## config.mk

```make
export PLATFORM = sky130hd
export DESIGN_NAME = pt_walker
export DESIGN_NICKNAME = d
export VERILOG_FILES = /design/src/rtl/ptw_pkg.sv /design/src/rtl/ptw_va_split.sv /design/src/rtl/ptw_pte_check.sv /design/src/rtl/ptw_perm_eval.sv /design/src/rtl/pt_walker.sv
export SDC_FILE = /design/constraint.sdc
export NUM_CORES = 1
export LEC_CHECK = 0
export ABC_AREA = 0
export ABC_CLOCK_PERIOD_IN_PS = 3200
export BUFFER_PORTS_ARGS = -buffer_cell sky130_fd_sc_hd__buf_2
export CAP_MARGIN = 20
export CORE_UTILIZATION = 45
export CTS_CLUSTER_DIAMETER = 40
export DETAILED_ROUTE_END_ITERATION = 6
export GPL_TIMING_DRIVEN = 1
export PLACE_DENSITY_LB_ADDON = 0.3
export SLEW_MARGIN = 20
export SYNTH_ARGS = -nofsm -noshare
export SYNTH_HDL_FRONTEND = slang
export SYNTH_HIERARCHICAL = 1
export SYNTH_SLANG_ARGS = --single-unit
export TNS_END_PERCENT = 20
```

## constraint.sdc

```tcl
create_clock -name clk -period 3.2 [get_ports clk]
set_input_delay 0.64 -clock clk [delete_from_list [all_inputs] [get_ports clk]]
set_output_delay 0.64 -clock clk [all_outputs]
set_load 0.02 [all_outputs]
```

## src/rtl/ptw_pkg.sv

```systemverilog
package ptw_pkg;

  typedef enum logic [1:0] {
    ST_IDLE  = 2'd0,
    ST_ISSUE = 2'd1,
    ST_WAIT  = 2'd2
  } walk_state_t;

  typedef enum logic [2:0] {
    FLT_NONE    = 3'd0,
    FLT_NONCAN  = 3'd1,
    FLT_ABSENT  = 3'd2,
    FLT_RSVD    = 3'd3,
    FLT_USER    = 3'd4,
    FLT_WRITE   = 3'd5,
    FLT_EXEC    = 3'd6
  } walk_fault_t;

  localparam logic [1:0] KIND_WRITE = 2'd1;
  localparam logic [1:0] KIND_FETCH = 2'd2;

  localparam int BIT_PRESENT  = 0;
  localparam int BIT_WRITABLE = 1;
  localparam int BIT_USER     = 2;
  localparam int RSVD_TOP     = 51;

endpackage

```

## src/rtl/ptw_va_split.sv

```systemverilog
module ptw_va_split #(
  parameter int VA_W   = 64,
  parameter int LEVELS = 4,
  parameter int IDX_W  = 9,
  parameter int OFF_W  = 12,
  localparam int IMPL_W = OFF_W + LEVELS * IDX_W
) (
  input  logic [VA_W-1:0]                 vaddr,
  output logic                            canonical,
  output logic [LEVELS-1:0][IDX_W-1:0]    idx,
  output logic [OFF_W-1:0]                offset
);

  logic [VA_W-IMPL_W:0] upper;

  assign upper     = vaddr[VA_W-1:IMPL_W-1];
  assign canonical = (&upper) | ~(|upper);
  assign offset    = vaddr[OFF_W-1:0];

  for (genvar l = 0; l < LEVELS; l++) begin : g_idx
    assign idx[l] = vaddr[OFF_W + (LEVELS-1-l)*IDX_W +: IDX_W];
  end

endmodule

```

## src/rtl/ptw_pte_check.sv

```systemverilog
module ptw_pte_check
  import ptw_pkg::*;
#(
  parameter int ENT_W = 64,
  parameter int PA_W  = 40,
  parameter int OFF_W = 12
) (
  input  logic [ENT_W-1:0]      entry,
  output logic                  present,
  output logic                  rsvd_bad,
  output logic                  wr_ok,
  output logic                  usr_ok,
  output logic                  no_exec,
  output logic [PA_W-OFF_W-1:0] page
);

  assign present  = entry[BIT_PRESENT];
  assign wr_ok    = entry[BIT_WRITABLE];
  assign usr_ok   = entry[BIT_USER];
  assign rsvd_bad = |entry[RSVD_TOP:PA_W];
  assign no_exec  = entry[ENT_W-1];
  assign page     = entry[PA_W-1:OFF_W];

endmodule

```

## src/rtl/ptw_perm_eval.sv

```systemverilog
module ptw_perm_eval
  import ptw_pkg::*;
(
  input  logic       wr_all,
  input  logic       usr_all,
  input  logic       nx_any,
  input  logic [1:0] kind,
  input  logic       user,
  input  logic       nx_en,
  output logic [2:0] code
);

  always_comb begin
    code = FLT_NONE;
    if (user && !usr_all)
      code = FLT_USER;
    else if (kind == KIND_WRITE && !wr_all)
      code = FLT_WRITE;
    else if (kind == KIND_FETCH && nx_en && nx_any)
      code = FLT_EXEC;
  end

endmodule

```

## src/rtl/pt_walker.sv

```systemverilog
module pt_walker
  import ptw_pkg::*;
#(
  parameter int VA_W   = 64,
  parameter int PA_W   = 40,
  parameter int ENT_W  = 64,
  parameter int LEVELS = 4,
  parameter int IDX_W  = 9,
  parameter int OFF_W  = 12,
  localparam int PG_W   = PA_W - OFF_W,
  localparam int LVL_W  = $clog2(LEVELS),
  localparam int ENT_SH = $clog2(ENT_W / 8)
) (
  input  logic              clk,
  input  logic              rst,
  input  logic              req_valid,
  output logic              req_ready,
  input  logic [VA_W-1:0]   req_vaddr,
  input  logic [1:0]        req_kind,
  input  logic              req_user,
  input  logic [PG_W-1:0]   root_page,
  input  logic              nx_enable,
  output logic              mem_req_valid,
  input  logic              mem_req_ready,
  output logic [PA_W-1:0]   mem_req_addr,
  input  logic              mem_rsp_valid,
  input  logic [ENT_W-1:0]  mem_rsp_data,
  output logic              done,
  output logic [2:0]        fault_code,
  output logic [LVL_W-1:0]  fault_level,
  output logic [PA_W-1:0]   phys_addr
);

  localparam logic [LVL_W-1:0] LAST_LVL = LVL_W'(LEVELS - 1);

  walk_state_t             state;
  logic [VA_W-1:0]         va_q;
  logic [1:0]              kind_q;
  logic                    user_q;
  logic                    nx_q;
  logic [LVL_W-1:0]        lvl_q;
  logic                    acc_wr;
  logic                    acc_usr;
  logic                    acc_nx;

  logic [VA_W-1:0]              va_sel;
  logic                         va_canon;
  logic [LEVELS-1:0][IDX_W-1:0] va_idx;
  logic [OFF_W-1:0]             va_off;

  logic              pte_present;
  logic              pte_rsvd;
  logic              pte_wr;
  logic              pte_usr;
  logic              pte_nx;
  logic [PG_W-1:0]   pte_page;

  logic              wr_all;
  logic              usr_all;
  logic              nx_any;
  logic [2:0]        perm_code;
  logic [LVL_W-1:0]  lvl_next;

  function automatic logic [PA_W-1:0] entry_addr(input logic [PG_W-1:0] pg,
                                                 input logic [IDX_W-1:0] ix);
    return {pg, {OFF_W{1'b0}}} | PA_W'({ix, {ENT_SH{1'b0}}});
  endfunction

  assign va_sel    = (state == ST_IDLE) ? req_vaddr : va_q;
  assign req_ready = (state == ST_IDLE) && !done;
  assign lvl_next  = lvl_q + 1'b1;
  assign wr_all    = acc_wr & pte_wr;
  assign usr_all   = acc_usr & pte_usr;
  assign nx_any    = acc_nx | pte_nx;

  ptw_va_split #(
    .VA_W(VA_W), .LEVELS(LEVELS), .IDX_W(IDX_W), .OFF_W(OFF_W)
  ) u_split (
    .vaddr(va_sel), .canonical(va_canon), .idx(va_idx), .offset(va_off)
  );

  ptw_pte_check #(
    .ENT_W(ENT_W), .PA_W(PA_W), .OFF_W(OFF_W)
  ) u_pte (
    .entry(mem_rsp_data), .present(pte_present), .rsvd_bad(pte_rsvd),
    .wr_ok(pte_wr), .usr_ok(pte_usr), .no_exec(pte_nx), .page(pte_page)
  );

  ptw_perm_eval u_perm (
    .wr_all(wr_all), .usr_all(usr_all), .nx_any(nx_any),
    .kind(kind_q), .user(user_q), .nx_en(nx_q), .code(perm_code)
  );

  always_ff @(posedge clk) begin
    if (rst) begin
      state         <= ST_IDLE;
      va_q          <= '0;
      kind_q        <= '0;
      user_q        <= 1'b0;
      nx_q          <= 1'b0;
      lvl_q         <= '0;
      acc_wr        <= 1'b1;
      acc_usr       <= 1'b1;
      acc_nx        <= 1'b0;
      mem_req_valid <= 1'b0;
      mem_req_addr  <= '0;
      done          <= 1'b0;
      fault_code    <= FLT_NONE;
      fault_level   <= '0;
      phys_addr     <= '0;
    end else begin
      done <= 1'b0;
      case (state)
        ST_IDLE: begin
          if (req_valid && req_ready) begin
            va_q        <= req_vaddr;
            kind_q      <= req_kind;
            user_q      <= req_user;
            nx_q        <= nx_enable;
            lvl_q       <= '0;
            acc_wr      <= 1'b1;
            acc_usr     <= 1'b1;
            acc_nx      <= 1'b0;
            fault_level <= '0;
            phys_addr   <= '0;
            if (!va_canon) begin
              done       <= 1'b1;
              fault_code <= FLT_NONCAN;
            end else begin
              state         <= ST_ISSUE;
              mem_req_valid <= 1'b1;
              mem_req_addr  <= entry_addr(root_page, va_idx[0]);
            end
          end
        end
        ST_ISSUE: begin
          if (mem_req_ready) begin
            mem_req_valid <= 1'b0;
            state         <= ST_WAIT;
          end
        end
        ST_WAIT: begin
          if (mem_rsp_valid) begin
            if (!pte_present || pte_rsvd) begin
              done        <= 1'b1;
              fault_code  <= pte_present ? FLT_RSVD : FLT_ABSENT;
              fault_level <= lvl_q;
              phys_addr   <= '0;
              state       <= ST_IDLE;
            end else if (lvl_q == LAST_LVL) begin
              done        <= 1'b1;
              fault_code  <= perm_code;
              fault_level <= lvl_q;
              phys_addr   <= (perm_code == FLT_NONE) ? {pte_page, va_off} : '0;
              state       <= ST_IDLE;
            end else begin
              lvl_q         <= lvl_next;
              acc_wr        <= wr_all;
              acc_usr       <= usr_all;
              acc_nx        <= nx_any;
              mem_req_valid <= 1'b1;
              mem_req_addr  <= entry_addr(pte_page, va_idx[lvl_next]);
              state         <= ST_ISSUE;
            end
          end
        end
        default: state <= ST_IDLE;
      endcase
    end
  end

endmodule

```

==> impl_metrics.toml <==
[outcome]
outcome = "finished, final reports clean"

[clock_network]
clk_pin_slew_ps = 70
clock_latency_ps = 430
cts_sinks = 159
clockBufferDepth = 2
post_cts_buffers = 0
numCtsBuffers = 17
clk_root_buffer_cell = "clkbuf_16"
htreeDepth = 4
cts_tree = "done"

[setup_path]
critical_path_class = "flop to flop"
cp_data_arrival_time_ps = 3230
path_delay_family = "simple AND/OR/NAND/NOR gates"
crit_fanout = 28
crit_chain = "nor2_4, buf_12, mux2_2, nor4_2, nand4_1, o41ai_4, nand2b_1, a21oi_2, or2_1, buf_12, a311oi_1"
max_stage_delay_ps = 400
critPathSlowestCell = "mux2_2"
crit_buf_inv = 2
cp_common_cell = "buf_12"
r2r_slack_ps = 240
critPathCaptureType = "flop"
cp.required_ps = 3470
start_kind = "flop"

[floorplan]
start_util_pct = 46.60
die_y_um = 133.7
row_count = 47
pin_count = 253
die_width_um = 133.7
dieArea_um2 = 17890
core_um2 = 16760

[sta]
period_minus_slack_ps = 2959
hold_slack_ps = 450.5
fin_crit_sh_pct = 92.47
hold_viol = 0
rsz0062_at_grt = "false"
setup_ws_ps = 240.9
slew_violations = 0
maxSlewHeadroom_pct = 48.03
max_freq_ghz = 0.3379
setup_violations = 0
setup_tns_ps = 0
worst_pin_slew_ps = 779.5
fin_skew_ps = 11.56

[synth]
synthDistinctLibCells = 48
synth_area_per_cell_um2 = 8.317
synth_seq_area_share_pct = 40.76
async_reset_ff_share_pct = 0
ys_warn_count = 6
synth_edf_count = 0
synth_top_flop_cell = "dfxtp_1"
ys_ff_latch = 159
netlist_instances = 939
syn-cell-area_um2 = 7810

[global_route]
grt_pass1_wl_mm = 34.02
grt_overflow = 0
antenna_found_initial = 1
grt_max_degree = 69
track_usage_pct = 24.07
grt_pass1_vias = 6720

[drt]
vias = 6986
wl_per_cell_um = 16.57
dr.pass1.iters = 4
drtAntennaViolNets = 0
wl_met2_mm = 10.07
wl_met3_mm = 1.479
remaining_drc_errors = 0
drtIter0Drc = 407
wl_mm = 21.31
route.top_layer_used = "met4"
drt-met1-wl_mm = 9.237
vias_per_cell = 5.432

[placement]
place_ws_ps = 207.8
port_buffers = 229
dp_hpwl_mm = 14.46
dp.cells = 1253
gp_congestion = 0.7902
post_dp_cell_area_um2 = 8496

[layout]
fin_cells = 1286
area_growth_pct = 16.41
nNetsFinal = 1218
fin_area_um2 = 9091
drive_gt1_share_pct = 34.37
utilization_pct = 54.24

[min_path]
hp-class = "input port to flop"

[power_and_ir_drop]
ir_drop_mv = 0.3691
p_per_area_nw_per_um2 = 487.7
power.total_mw = 4.434
p_leak_nw = 3.823

[run]
cap_violations = 0
[cells in the final DEF (no fill, tap or decap), types with 8 or more instances in the layout]
cell type / instances
buf_4: 21
nor3_1: 33
mux2i_1: 10
o22ai_1: 13
a311oi_1: 26
o21ai_0: 32
mux2_2: 65
nand4_1: 33
a21oi_1: 75
nor2_1: 10
dfxtp_1: 159
clkbuf_16: 17
a22o_1: 12
nand2_1: 242
buf_2: 228
o221ai_1: 8
nand3_1: 8
[routing by layer]
layer	global-route usage, %	up-vias
met1	30.14	3284
li1	-	3430
met5	0	-
met4	9.533	0
met2	38.43	234
met3	7.420	38
[synth_stat cells (all sizes together), types with 2 or more instances]
| master | n | share of area [%] |
|---|---|---|
| nor3 | 33 | 2.1 |
| nor2b | 3 | 0.27 |
| nand4 | 33 | 2.6 |
| or3b | 2 | 0.22 |
| a221o | 2 | 0.26 |
| dfxtp | 159 | 41 |
| and2 | 3 | 0.24 |
| buf | 118 | 10 |
| o211ai | 2 | 0.19 |
| nand2b | 4 | 0.32 |
| nand3b | 2 | 0.19 |
| mux2i | 10 | 1.3 |
| a311oi | 30 | 3.7 |
| o22ai | 13 | 1.0 |
| nand3 | 8 | 0.51 |
| nor4 | 8 | 0.88 |
| mux2 | 65 | 9.4 |
| clkbuf | 42 | 2.0 |
| a21oi | 76 | 4.9 |
| inv | 2 | 0.096 |
| o21ai | 34 | 2.3 |
| a22o | 12 | 1.3 |
| nor2 | 11 | 0.53 |
| or2 | 2 | 0.16 |
| and3 | 2 | 0.16 |
| nand2 | 242 | 12 |
| nor3b | 2 | 0.19 |
| o221ai | 8 | 0.90 |
[registers in the layout (all words and copies together), names as in the netlist, 2 cells and up]
signal,flops
lvl_q,2
mem_req_addr,37
va_q,64
fault_code,3
phys_addr,40
state,2
kind_q,2
fault_level,2
[worst min-delay path, cell delays in order]
cell and delay (ps):
buf_2 90, o22ai_1 60, nand2_1 60
[area by class of cell]
class / count / area [µm²]
Antenna cell: 1 / 2.502
Timing Repair Buffer: 252 / 1350
Inverter: 3 / 11.26
Tap cell: 220 / 275.3
Sequential cell: 159 / 3183
Clock buffer: 17 / 425.4
Clock inverter: 15 / 152.6
Fill cell: 1620 / 7669
Multi-Input combinational cell: 619 / 3691
[kinds of logic after synthesis]
group	after synthesis	share of synthesized area [%]
adders and majority gates	1	0.1602
and+or+nand+nor	359	20.60
other	1	0.04802
DFF	159	40.76
AOI/OAI and AO/OA	181	15.14
buffers and inverters	163	12.64
muxes	75	10.65
[final timing paths]
kind | start | end | cells past startpoint
worst max-delay path | state[1] | mem_req_addr[36] | 11
worst min-delay path | mem_rsp_data[1] | acc_wr | 3
worst max register to register | state[1] | mem_req_addr[36] | 11
worst min register to register | va_q[34] | va_q[34] | 2
[power by group]
part	switching, mW	internal, mW
Combinational	0.215	0.155
Clock	0.906	1.10
Sequential	0.0243	2.03
Total	1.15	3.29
[timing repair]
action,CTS,global route
endpoints found under the setup margin,0,15
gates resized for setup,0,2
hold buffers,0,0
Power figures use the tool's default switching activity.
